==> src/rtl/mdio_pkg.sv <==
package mdio_pkg;

    localparam int CMD_W  = 32;
    localparam int DATA_W = 16;

    localparam logic [1:0] OP_WRITE = 2'b01;
    localparam logic [1:0] OP_READ  = 2'b10;

    localparam logic [1:0] ADDR_CMD  = 2'd0;
    localparam logic [1:0] ADDR_CTRL = 2'd1;
    localparam logic [1:0] ADDR_STAT = 2'd2;

    // bit index of the first turnaround bit in the command word
    localparam int TA_HI = 17;
    localparam int TA_LO = 16;

    typedef enum logic [1:0] {
        SEQ_IDLE,
        SEQ_ARM,
        SEQ_PRE,
        SEQ_FRAME
    } seq_state_e;

endpackage

==> src/rtl/mdio_clkgen.sv <==
module mdio_clkgen #(
    parameter int SPD_W = 6
) (
    input  logic             clk,
    input  logic             rst_n,
    input  logic [SPD_W-1:0] speed,
    output logic             mdc,
    output logic             mdc_rise,
    output logic             mdc_fall
);

    typedef struct packed {
        logic [SPD_W-1:0] cnt;
        logic             level;
    } clk_state_t;

    clk_state_t st_d, st_q;

    always_comb begin
        st_d     = st_q;
        mdc_rise = 1'b0;
        mdc_fall = 1'b0;
        if (speed == '0) begin
            st_d.cnt   = '0;
            st_d.level = 1'b0;
        end else if (st_q.cnt >= speed - SPD_W'(1)) begin
            // half period complete: toggle
            st_d.cnt   = '0;
            st_d.level = ~st_q.level;
            mdc_rise   = ~st_q.level;
            mdc_fall   = st_q.level;
        end else begin
            st_d.cnt = st_q.cnt + SPD_W'(1);
        end
    end

    always_ff @(posedge clk or negedge rst_n) begin
        if (!rst_n) st_q <= '0;
        else        st_q <= st_d;
    end

    assign mdc = st_q.level;

endmodule

==> src/rtl/mdio_regs.sv <==
module mdio_regs
    import mdio_pkg::*;
#(
    parameter int SPD_W = 6
) (
    input  logic              clk,
    input  logic              rst_n,
    input  logic              host_wr,
    input  logic [1:0]        host_addr,
    input  logic [CMD_W-1:0]  host_wdata,
    output logic [CMD_W-1:0]  host_rdata,
    input  logic              busy,
    input  logic              done,
    input  logic              cap_we,
    input  logic [3:0]        cap_idx,
    input  logic              cap_bit,
    output logic [CMD_W-1:0]  cmd,
    output logic [SPD_W-1:0]  speed,
    output logic              skip_pre,
    output logic              start,
    output logic              irq
);

    typedef struct packed {
        logic [CMD_W-1:0] cmd;
        logic [SPD_W-1:0] spd;
        logic             skip;
        logic             flag;
    } reg_state_t;

    reg_state_t rg_d, rg_q;

    always_comb begin
        rg_d  = rg_q;
        start = host_wr && (host_addr == ADDR_CMD) && (rg_q.spd != '0) && !busy;

        // read data capture from the sequencer
        if (cap_we) rg_d.cmd[cap_idx] = cap_bit;

        if (host_wr) begin
            case (host_addr)
                ADDR_CMD:  rg_d.cmd = host_wdata;
                ADDR_CTRL: begin
                    rg_d.spd  = host_wdata[SPD_W:1];
                    rg_d.skip = host_wdata[SPD_W+1];
                end
                ADDR_STAT: if (host_wdata[0]) rg_d.flag = 1'b0;
                default: ;
            endcase
        end

        // completion beats a same-cycle clear
        if (done) rg_d.flag = 1'b1;
    end

    always_ff @(posedge clk or negedge rst_n) begin
        if (!rst_n) rg_q <= '0;
        else        rg_q <= rg_d;
    end

    always_comb begin
        host_rdata = '0;
        case (host_addr)
            ADDR_CMD:  host_rdata = rg_q.cmd;
            ADDR_CTRL: begin
                host_rdata[SPD_W:1]  = rg_q.spd;
                host_rdata[SPD_W+1]  = rg_q.skip;
            end
            ADDR_STAT: begin
                host_rdata[0] = rg_q.flag;
                host_rdata[1] = busy;
            end
            default: host_rdata = '0;
        endcase
    end

    assign cmd      = rg_q.cmd;
    assign speed    = rg_q.spd;
    assign skip_pre = rg_q.skip;
    assign irq      = rg_q.flag;

endmodule

==> src/rtl/mdio_seq.sv <==
module mdio_seq
    import mdio_pkg::*;
#(
    parameter int PRE_LEN = 32
) (
    input  logic             clk,
    input  logic             rst_n,
    input  logic             start,
    input  logic             mdc_rise,
    input  logic             mdc_fall,
    input  logic             skip_pre,
    input  logic [CMD_W-1:0] cmd,
    input  logic             mdio_i,
    output logic             mdio_o,
    output logic             mdio_oe,
    output logic             busy,
    output logic             done,
    output logic             cap_we,
    output logic [3:0]       cap_idx,
    output logic             cap_bit
);

    localparam int PC_W  = (PRE_LEN > 1) ? $clog2(PRE_LEN) : 1;
    localparam int IDX_W = $clog2(CMD_W);

    typedef struct packed {
        seq_state_e       st;
        logic [IDX_W-1:0] idx;
        logic [PC_W-1:0]  pcnt;
        logic             dout;
        logic             den;
    } seq_t;

    seq_t sq_d, sq_q;

    logic             is_rd;
    logic [IDX_W-1:0] nidx;
    logic             nbit;
    logic             nen;

    always_comb begin
        is_rd = (cmd[29:28] == OP_READ);
        nidx  = sq_q.idx - IDX_W'(1);
        // turnaround forced to 1,0 on writes
        if (!is_rd && nidx == IDX_W'(TA_HI))      nbit = 1'b1;
        else if (!is_rd && nidx == IDX_W'(TA_LO)) nbit = 1'b0;
        else                                      nbit = cmd[nidx];
        nen = !(is_rd && nidx <= IDX_W'(TA_HI));
    end

    always_comb begin
        sq_d    = sq_q;
        done    = 1'b0;
        cap_we  = 1'b0;
        cap_idx = sq_q.idx[3:0];
        cap_bit = mdio_i;
        case (sq_q.st)
            SEQ_IDLE: begin
                if (start) sq_d.st = SEQ_ARM;
            end
            SEQ_ARM: begin
                if (mdc_fall) begin
                    sq_d.den = 1'b1;
                    if (skip_pre) begin
                        sq_d.st   = SEQ_FRAME;
                        sq_d.idx  = IDX_W'(CMD_W - 1);
                        sq_d.dout = cmd[CMD_W-1];
                    end else begin
                        sq_d.st   = SEQ_PRE;
                        sq_d.pcnt = '0;
                        sq_d.dout = 1'b1;
                    end
                end
            end
            SEQ_PRE: begin
                if (mdc_fall) begin
                    if (sq_q.pcnt == PC_W'(PRE_LEN - 1)) begin
                        sq_d.st   = SEQ_FRAME;
                        sq_d.idx  = IDX_W'(CMD_W - 1);
                        sq_d.dout = cmd[CMD_W-1];
                    end else begin
                        sq_d.pcnt = sq_q.pcnt + PC_W'(1);
                    end
                end
            end
            SEQ_FRAME: begin
                if (mdc_rise && is_rd && sq_q.idx < IDX_W'(DATA_W)) cap_we = 1'b1;
                if (mdc_fall) begin
                    if (sq_q.idx == '0) begin
                        sq_d.st   = SEQ_IDLE;
                        sq_d.dout = 1'b0;
                        sq_d.den  = 1'b0;
                        done      = 1'b1;
                    end else begin
                        sq_d.idx  = nidx;
                        sq_d.dout = nbit;
                        sq_d.den  = nen;
                    end
                end
            end
            default: sq_d.st = SEQ_IDLE;
        endcase
    end

    always_ff @(posedge clk or negedge rst_n) begin
        if (!rst_n) sq_q <= '{st: SEQ_IDLE, default: '0};
        else        sq_q <= sq_d;
    end

    assign mdio_o  = sq_q.dout;
    assign mdio_oe = sq_q.den;
    assign busy    = (sq_q.st != SEQ_IDLE);

endmodule

==> src/rtl/mdio_frame_ctrl.sv <==
module mdio_frame_ctrl
    import mdio_pkg::*;
#(
    parameter int SPD_W   = 6,
    parameter int PRE_LEN = 32
) (
    input  logic        clk,
    input  logic        rst_n,
    input  logic        host_wr,
    input  logic [1:0]  host_addr,
    input  logic [31:0] host_wdata,
    output logic [31:0] host_rdata,
    output logic        mdc,
    output logic        mdio_o,
    output logic        mdio_oe,
    input  logic        mdio_i,
    output logic        busy,
    output logic        irq
);

    logic [CMD_W-1:0] cmd_w;
    logic [SPD_W-1:0] speed_w;
    logic             skip_w;
    logic             start_w;
    logic             rise_w;
    logic             fall_w;
    logic             done_w;
    logic             cap_we_w;
    logic [3:0]       cap_idx_w;
    logic             cap_bit_w;

    mdio_regs #(.SPD_W(SPD_W)) u_regs (
        .clk        (clk),
        .rst_n      (rst_n),
        .host_wr    (host_wr),
        .host_addr  (host_addr),
        .host_wdata (host_wdata),
        .host_rdata (host_rdata),
        .busy       (busy),
        .done       (done_w),
        .cap_we     (cap_we_w),
        .cap_idx    (cap_idx_w),
        .cap_bit    (cap_bit_w),
        .cmd        (cmd_w),
        .speed      (speed_w),
        .skip_pre   (skip_w),
        .start      (start_w),
        .irq        (irq)
    );

    mdio_clkgen #(.SPD_W(SPD_W)) u_clk (
        .clk      (clk),
        .rst_n    (rst_n),
        .speed    (speed_w),
        .mdc      (mdc),
        .mdc_rise (rise_w),
        .mdc_fall (fall_w)
    );

    mdio_seq #(.PRE_LEN(PRE_LEN)) u_seq (
        .clk      (clk),
        .rst_n    (rst_n),
        .start    (start_w),
        .mdc_rise (rise_w),
        .mdc_fall (fall_w),
        .skip_pre (skip_w),
        .cmd      (cmd_w),
        .mdio_i   (mdio_i),
        .mdio_o   (mdio_o),
        .mdio_oe  (mdio_oe),
        .busy     (busy),
        .done     (done_w),
        .cap_we   (cap_we_w),
        .cap_idx  (cap_idx_w),
        .cap_bit  (cap_bit_w)
    );

endmodule

==> config.mk <==
export PLATFORM = sky130hd
export DESIGN_NAME = mdio_frame_ctrl
export DESIGN_NICKNAME = d
export VERILOG_FILES = /design/src/rtl/mdio_pkg.sv /design/src/rtl/mdio_clkgen.sv /design/src/rtl/mdio_regs.sv /design/src/rtl/mdio_seq.sv /design/src/rtl/mdio_frame_ctrl.sv
export SDC_FILE = /design/constraint.sdc
export NUM_CORES = 1
export LEC_CHECK = 0
export BUFFER_PORTS_ARGS = -buffer_cell sky130_fd_sc_hd__buf_2
export CORE_AREA = 2 2 90 92
export DETAILED_ROUTE_END_ITERATION = 6
export DIE_AREA = 0 0 92 94
export HOLD_SLACK_MARGIN = 0.05
export PLACE_DENSITY = 0.79
export RECOVER_POWER = 100
export SETUP_SLACK_MARGIN = 0.4
export SLEW_MARGIN = 15
export SYNTH_ARGS = -nofsm -noshare
export SYNTH_HDL_FRONTEND = slang
export SYNTH_SLANG_ARGS = --single-unit
export TNS_END_PERCENT = 20
==> constraint.sdc <==
create_clock -name clk -period 7.9 [get_ports clk]
set_clock_uncertainty 0.05 [all_clocks]
set_input_delay 1.185 -clock clk [delete_from_list [all_inputs] [get_ports clk]]
set_output_delay 1.185 -clock clk [all_outputs]
set_load 0.005 [all_outputs]
==> Word-level counts from Yosys, hierarchy flattened <==
Cells that the tools add are included.
{ "totals": {"reg_bits": 61, "inputBits": 38, "output_inout_bits": 37} }
{ "classes": {"n_addsub": 4, "magnitude_cmp": 6, "eq_ne": 19, "n_mux": 50, "n_bitwise": 1, "n_reduce_logical": 32} }
{ "ops": {"columns": ["op", "n"], "rows": [
  ["2-to-1 mux 32 bit", 2],
  ["2-to-1 mux 40 bit", 1],
  ["bitwise mux 32 bit", 1],
  ["2-to-1 mux 7 bit", 4],
  ["2-to-1 mux 24 bit", 1],
  ["2-to-1 mux 1 bit", 20],
  ["2-to-1 mux 5 bit", 4],
  ["!= test 2 bit (second input constant)", 8],
  ["== test 5 bit (second input constant)", 3],
  ["one-hot mux 5 bit (3 select lines)", 1],
  ["2-to-1 mux 14 bit", 1],
  ["nonzero test 2 bit", 7],
  ["2-to-1 mux 13 bit", 1],
  ["one-hot mux 6 bit (2 select lines)", 1],
  ["one-hot mux 5 bit (2 select lines)", 1],
  ["AND reduction 5 bit", 2],
  ["logical AND 1 bit", 9],
  ["== test 2 bit (second input constant)", 4],
  ["2-to-1 mux 2 bit", 4],
  ["one-hot mux 2 bit (4 select lines)", 1],
  ["AND reduction 7 bit", 1],
  ["adder 6 x 1 -> 6 bit (second input constant)", 1],
  ["greater-or-equal comparator 6 bit", 1],
  ["zero test 6 bit", 1],
  ["other kinds (24)", 32]
]} }

==> Depth between registers and ports, before layout <==
{ "logic_depth": {"word_depth": 12, "depth_mapped": 13} }

==> Hierarchy <==
From an unflattened synthesis, not the netlist that was laid out.
{ "hier_totals": {"cells_unflattened": 442, "area_unflattened_um2": 4076.4} }
{ "modules_own_cells": {"columns": ["module", "n_inst", "cells_each", "area_each_um2"], "rows": [
  ["mdio_regs", 1, 236, 2070.7],
  ["mdio_seq", 1, 149, 1447.6],
  ["mdio_clkgen", 1, 57, 558.0]
]} }

==> Worst setup path after synthesis <==
Ideal clock, no wire load.
{ "synth_timing": {"kind": "input to output", "start": "in host_addr[1]", "end": "out host_rdata[11]", "arrival_ns": 1.782, "required_ns": 6.665, "setup_slack_ns": 4.883, "path_stages": 3, "n_path_buf": 1, "cell_sequence": "nor2_1 > clkbuf_1 > and2_1"} }
{ "synth_via": {"elab_chain_cells": 2} }
{ "synth_lines": {"columns": ["item", "line", "rtl"], "rows": [
  ["start, declared", "mdio_frame_ctrl.sv:10", "input logic [1:0] host_addr,"],
  ["zero test 2 bit", "mdio_regs.sv:63", "case (host_addr)"],
  ["2-to-1 mux 24 bit", "mdio_regs.sv:63", null],
  ["end, declared", "mdio_frame_ctrl.sv:12", "output logic [31:0] host_rdata,"]
]} }
No other way between the ends.

==> Final worst setup path <==
{ "layout_timing": {"start": "in host_addr[0]", "end": "reg u_regs.rg_q, in the netlist u_regs.cmd[18]"} }
{ "layout_via": {"elab_chain_cells": 3} }
{ "layout_lines": {"columns": ["item", "line", "rtl"], "rows": [
  ["zero test 2 bit", "mdio_regs.sv:41", "case (host_addr)"],
  ["2-to-1 mux 32 bit", "mdio_regs.sv:41", null],
  ["2-to-1 mux 40 bit", "mdio_regs.sv:40", "if (host_wr) begin"],
  ["end signal, assigned", "mdio_regs.sv:58", "else rg_q <= rg_d;"],
  ["end, declared", "mdio_regs.sv:31", "reg_state_t rg_d, rg_q;"]
]} }
No other way between the ends. The select of a mux whose other input is x is not followed.
A chain may end at the register's enable or synchronous reset.

==> results_dict.tcl <==
set metrics [dict create \
    status "complete, but fails checks" \
    violations "max-capacitance violations, max-slew violations" \
    synth_top_cell_by_area "dfrtp_1" \
    async_flop_share_pct 100 \
    rows 32 \
    clock_latency_ns 0.35 \
    mostFrequentLayoutCell "dfrtp_1" \
    placedInstanceArea_um2 4470 \
    leakagePower_nw 2.07 \
    area_delta_synth_final_pct 13.9 \
    grt_pass1_vias 3351 \
    drt-wirelength-per-cell_um 16.5 \
    min_period_over_period_pct 53.4 \
    crit_type "in2reg" \
    cts_setup_buffers 0 \
    synth.area.top_cells "dfrtp_1 37%, mux2i_1 7.1%, mux2_2 6.6%" \
    endpoint "u_regs.cmd[18]" \
    fillCellCount 656 \
    overflow 0 \
    die_area_um2 8650 \
    max_cap_viol_count 2 \
    drive_above_1_share_pct 22.7 \
    tns_ns 0 \
    setup_violations 0 \
    cts_buffers 9 \
    seq_area_um2 1530 \
    multi_input_area_um2 2370 \
    cts_root_buf "clkbuf_8" \
    start_util_pct 53.6 \
    syn_area_um2 4080 \
    layout_common_cells "61 x dfrtp_1, 59 x buf_2, 44 x nor2_1" \
    p_comb_share_pct 40.9 \
    synth_top_area_share_pct 37.4 \
    finalHoldViolations 0 \
    ys_warn_count 0 \
    syn_area_per_cell_um2 9.78 \
    synth_edf_count 0 \
    final_nets 538 \
    rrSetupSlack_ns 4.59 \
    die_h_um 94 \
    cts-resized-gates 0 \
    ys_seq_elements 61 \
    maxSlewViolCount 111 \
    hp-class "reg2reg" \
    cts_tree "built" \
    io_pins 75 \
    start_kind "input pin" \
    gp_congestion 0.901 \
    cts_buffer_depth 2 \
    reg2reg_depth 11 \
    seqPwrFrac_pct 36.1 \
    port_buffers 74 \
    grt_max_degree 62 \
    cts.sinks 61 \
    internal_power_mw 0.803 \
    syn-num-nets 476 \
    postCtsHoldBufs 0 \
    synthCells 417 \
    ys_types 49 \
    drt_iter0_drc 195 \
    p_switching_mw 0.521 \
    vias 3358 \
    cp_data_required_time_ns 8.08 \
    swShare_pct 39.3 \
    drc 0 \
    rsz0062_at_grt "no" \
    clockPowerShare_pct 23.0 \
    drt_wl_total_um 9670 \
    synth_ff_type "dfrtp_1" \
    grt_pass1_wl_um 16100 \
    worstMarginPinSlew_ns 3.26 \
    peakVddDrop_uv 146 \
    ant_nets 0 \
    postLayoutCellArea_um2 4650 \
    fmax_mhz 237 \
    clk_pin_slew_ns 0.07 \
    dr.pass1.iters 4 \
    track_usage_pct 23.5 \
    startpoint "host_addr[0]" \
    cp-end-kind "flop" \
    core_area_um2 7610 \
    powerDensity_nw_per_um2 285 \
    hpwlAfterDp_um 6940 \
    fp.dieW_um 92 \
    rr_endpoint "u_seq.sq_q[5]" \
    maxSlewHeadroom_pct -117 \
    r2r-start "u_regs.speed[0]" \
    min_period_ns 4.22 \
    synth-seq-area-share_pct 37.4 \
    htree_num_levels 3 \
    cp_data_arrival_time_ns 4.39 \
    diodes 0 \
    worst-path-max-fanout 48 \
    viasPerCell 5.73 \
    antenna_found_initial 0 \
]
-- layout make-up --
type / instances / area share (%)
repair buffers: 76 / 7.84
clock buffers: 11 / 2.83
multi-input cells: 318 / 51.1
inverters: 13 / 1.05
flip-flops and latches: 61 / 32.9
well taps: 102 / 2.75
clock inverters: 5 / 1.62
-- cells by family (layout without fill, tap and decap cells) --
kind of cell             Yosys count  count (layout)  share of synthesized area, %
AND/OR/NAND/NOR                  162             162                          21.2
multiplexers                      62              62                          19.2
AO/OA/AOI/OAI                     61              61                          9.02
flip-flops                        61              61                          37.4
buffers and inverters             38             105                          4.20
adder cells (fa/ha/maj)           21              21                          6.44
XOR/XNOR                          12              12                          2.58
-- synthesized netlist by cell type (3+ instances only) --
cell type,count
dfrtp_1,61
mux4_2,4
mux2_2,24
ha_1,21
o22ai_1,4
nand3b_1,5
o31ai_1,4
and3_1,3
nor3_1,19
and2_1,25
mux2i_1,29
nor2b_1,4
clkbuf_1,14
nand4_1,5
o21ai_0,10
inv_1,13
xnor2_1,6
nand2_1,13
nand2b_1,7
buf_2,8
a21oi_1,24
nor2_1,44
nand3_1,24
xor2_1,6
and3b_1,3
a31oi_1,5
mux4_1,5
-- worst min-delay path by stage --
stage	start	to	slack [ns]	cells after the start
6_report	u_seq.mdio_oe	u_seq.mdio_oe	0.47	1
5_1_grt	u_seq.mdio_oe	u_seq.mdio_oe	0.48	1
4_1_cts	u_seq.mdio_oe	u_seq.mdio_oe	0.46	1
3_5_place_dp	u_seq.mdio_oe	u_seq.mdio_oe	0.44	1
3_3_place_gp	u_clk.st_q[1]	u_clk.st_q[1]	0.43	1
2_1_floorplan	u_clk.st_q[1]	u_clk.st_q[1]	0.40	1
-- power by group through the flow --
stage	Clock [mW]	Combinational, mW	Sequential (mW)
after floorplan	0	0.435	0.442
after global placement	0	0.520	0.476
after detailed placement	0	0.545	0.479
after CTS	0.306	0.548	0.475
after global routing	0.321	0.606	0.488
final	0.304	0.542	0.478
-- critical path, cell delays in order --
cell and delay [ns]:
clkbuf_1 0.48, nor2_1 0.47, nand2_1 0.20, clkbuf_1 1.55
mux2_2 0.46
-- per-layer routing --
layer / global-route usage [%] / share of wire, % / up-vias / wire length (um)
li1: - / - / 1621 / -
met5: 0 / 0 / - / 0
met4: 8.33 / 1.6 / 0 / 158
met1: 30.2 / 43 / 1625 / 4160
met3: 5.62 / 4.8 / 17 / 469
met2: 39.0 / 50 / 95 / 4880
-- per-stage QoR --
step | hold slack [ns] | power (mW) | utilization [%] | setup slack [ns] | std cells
floorplan | 0.404 | 0.877 | - | 4.88 | 417
global placement | 0.433 | 0.996 | 58.8 | 4.10 | 570
detailed placement | 0.440 | 1.02 | 58.8 | 3.98 | 570
CTS | 0.456 | 1.33 | 61.5 | 3.98 | 586
global route | 0.478 | 1.42 | 61.1 | 3.23 | 586
finish | 0.466 | 1.32 | 61.1 | 3.68 | 586
-- state kept, by name, summed over array words and instances, names as in the netlist --
signal	flops
u_seq.mdio_o	1
u_seq.mdio_oe	1
u_regs.irq	1
u_seq.cap_idx	4
u_regs.speed	6
u_clk.mdc	1
u_clk.st_q	6
u_regs.cmd	32
u_seq.sq_q	8
u_regs.skip_pre	1
No activity file was read; power rests on OpenSTA's default activity.
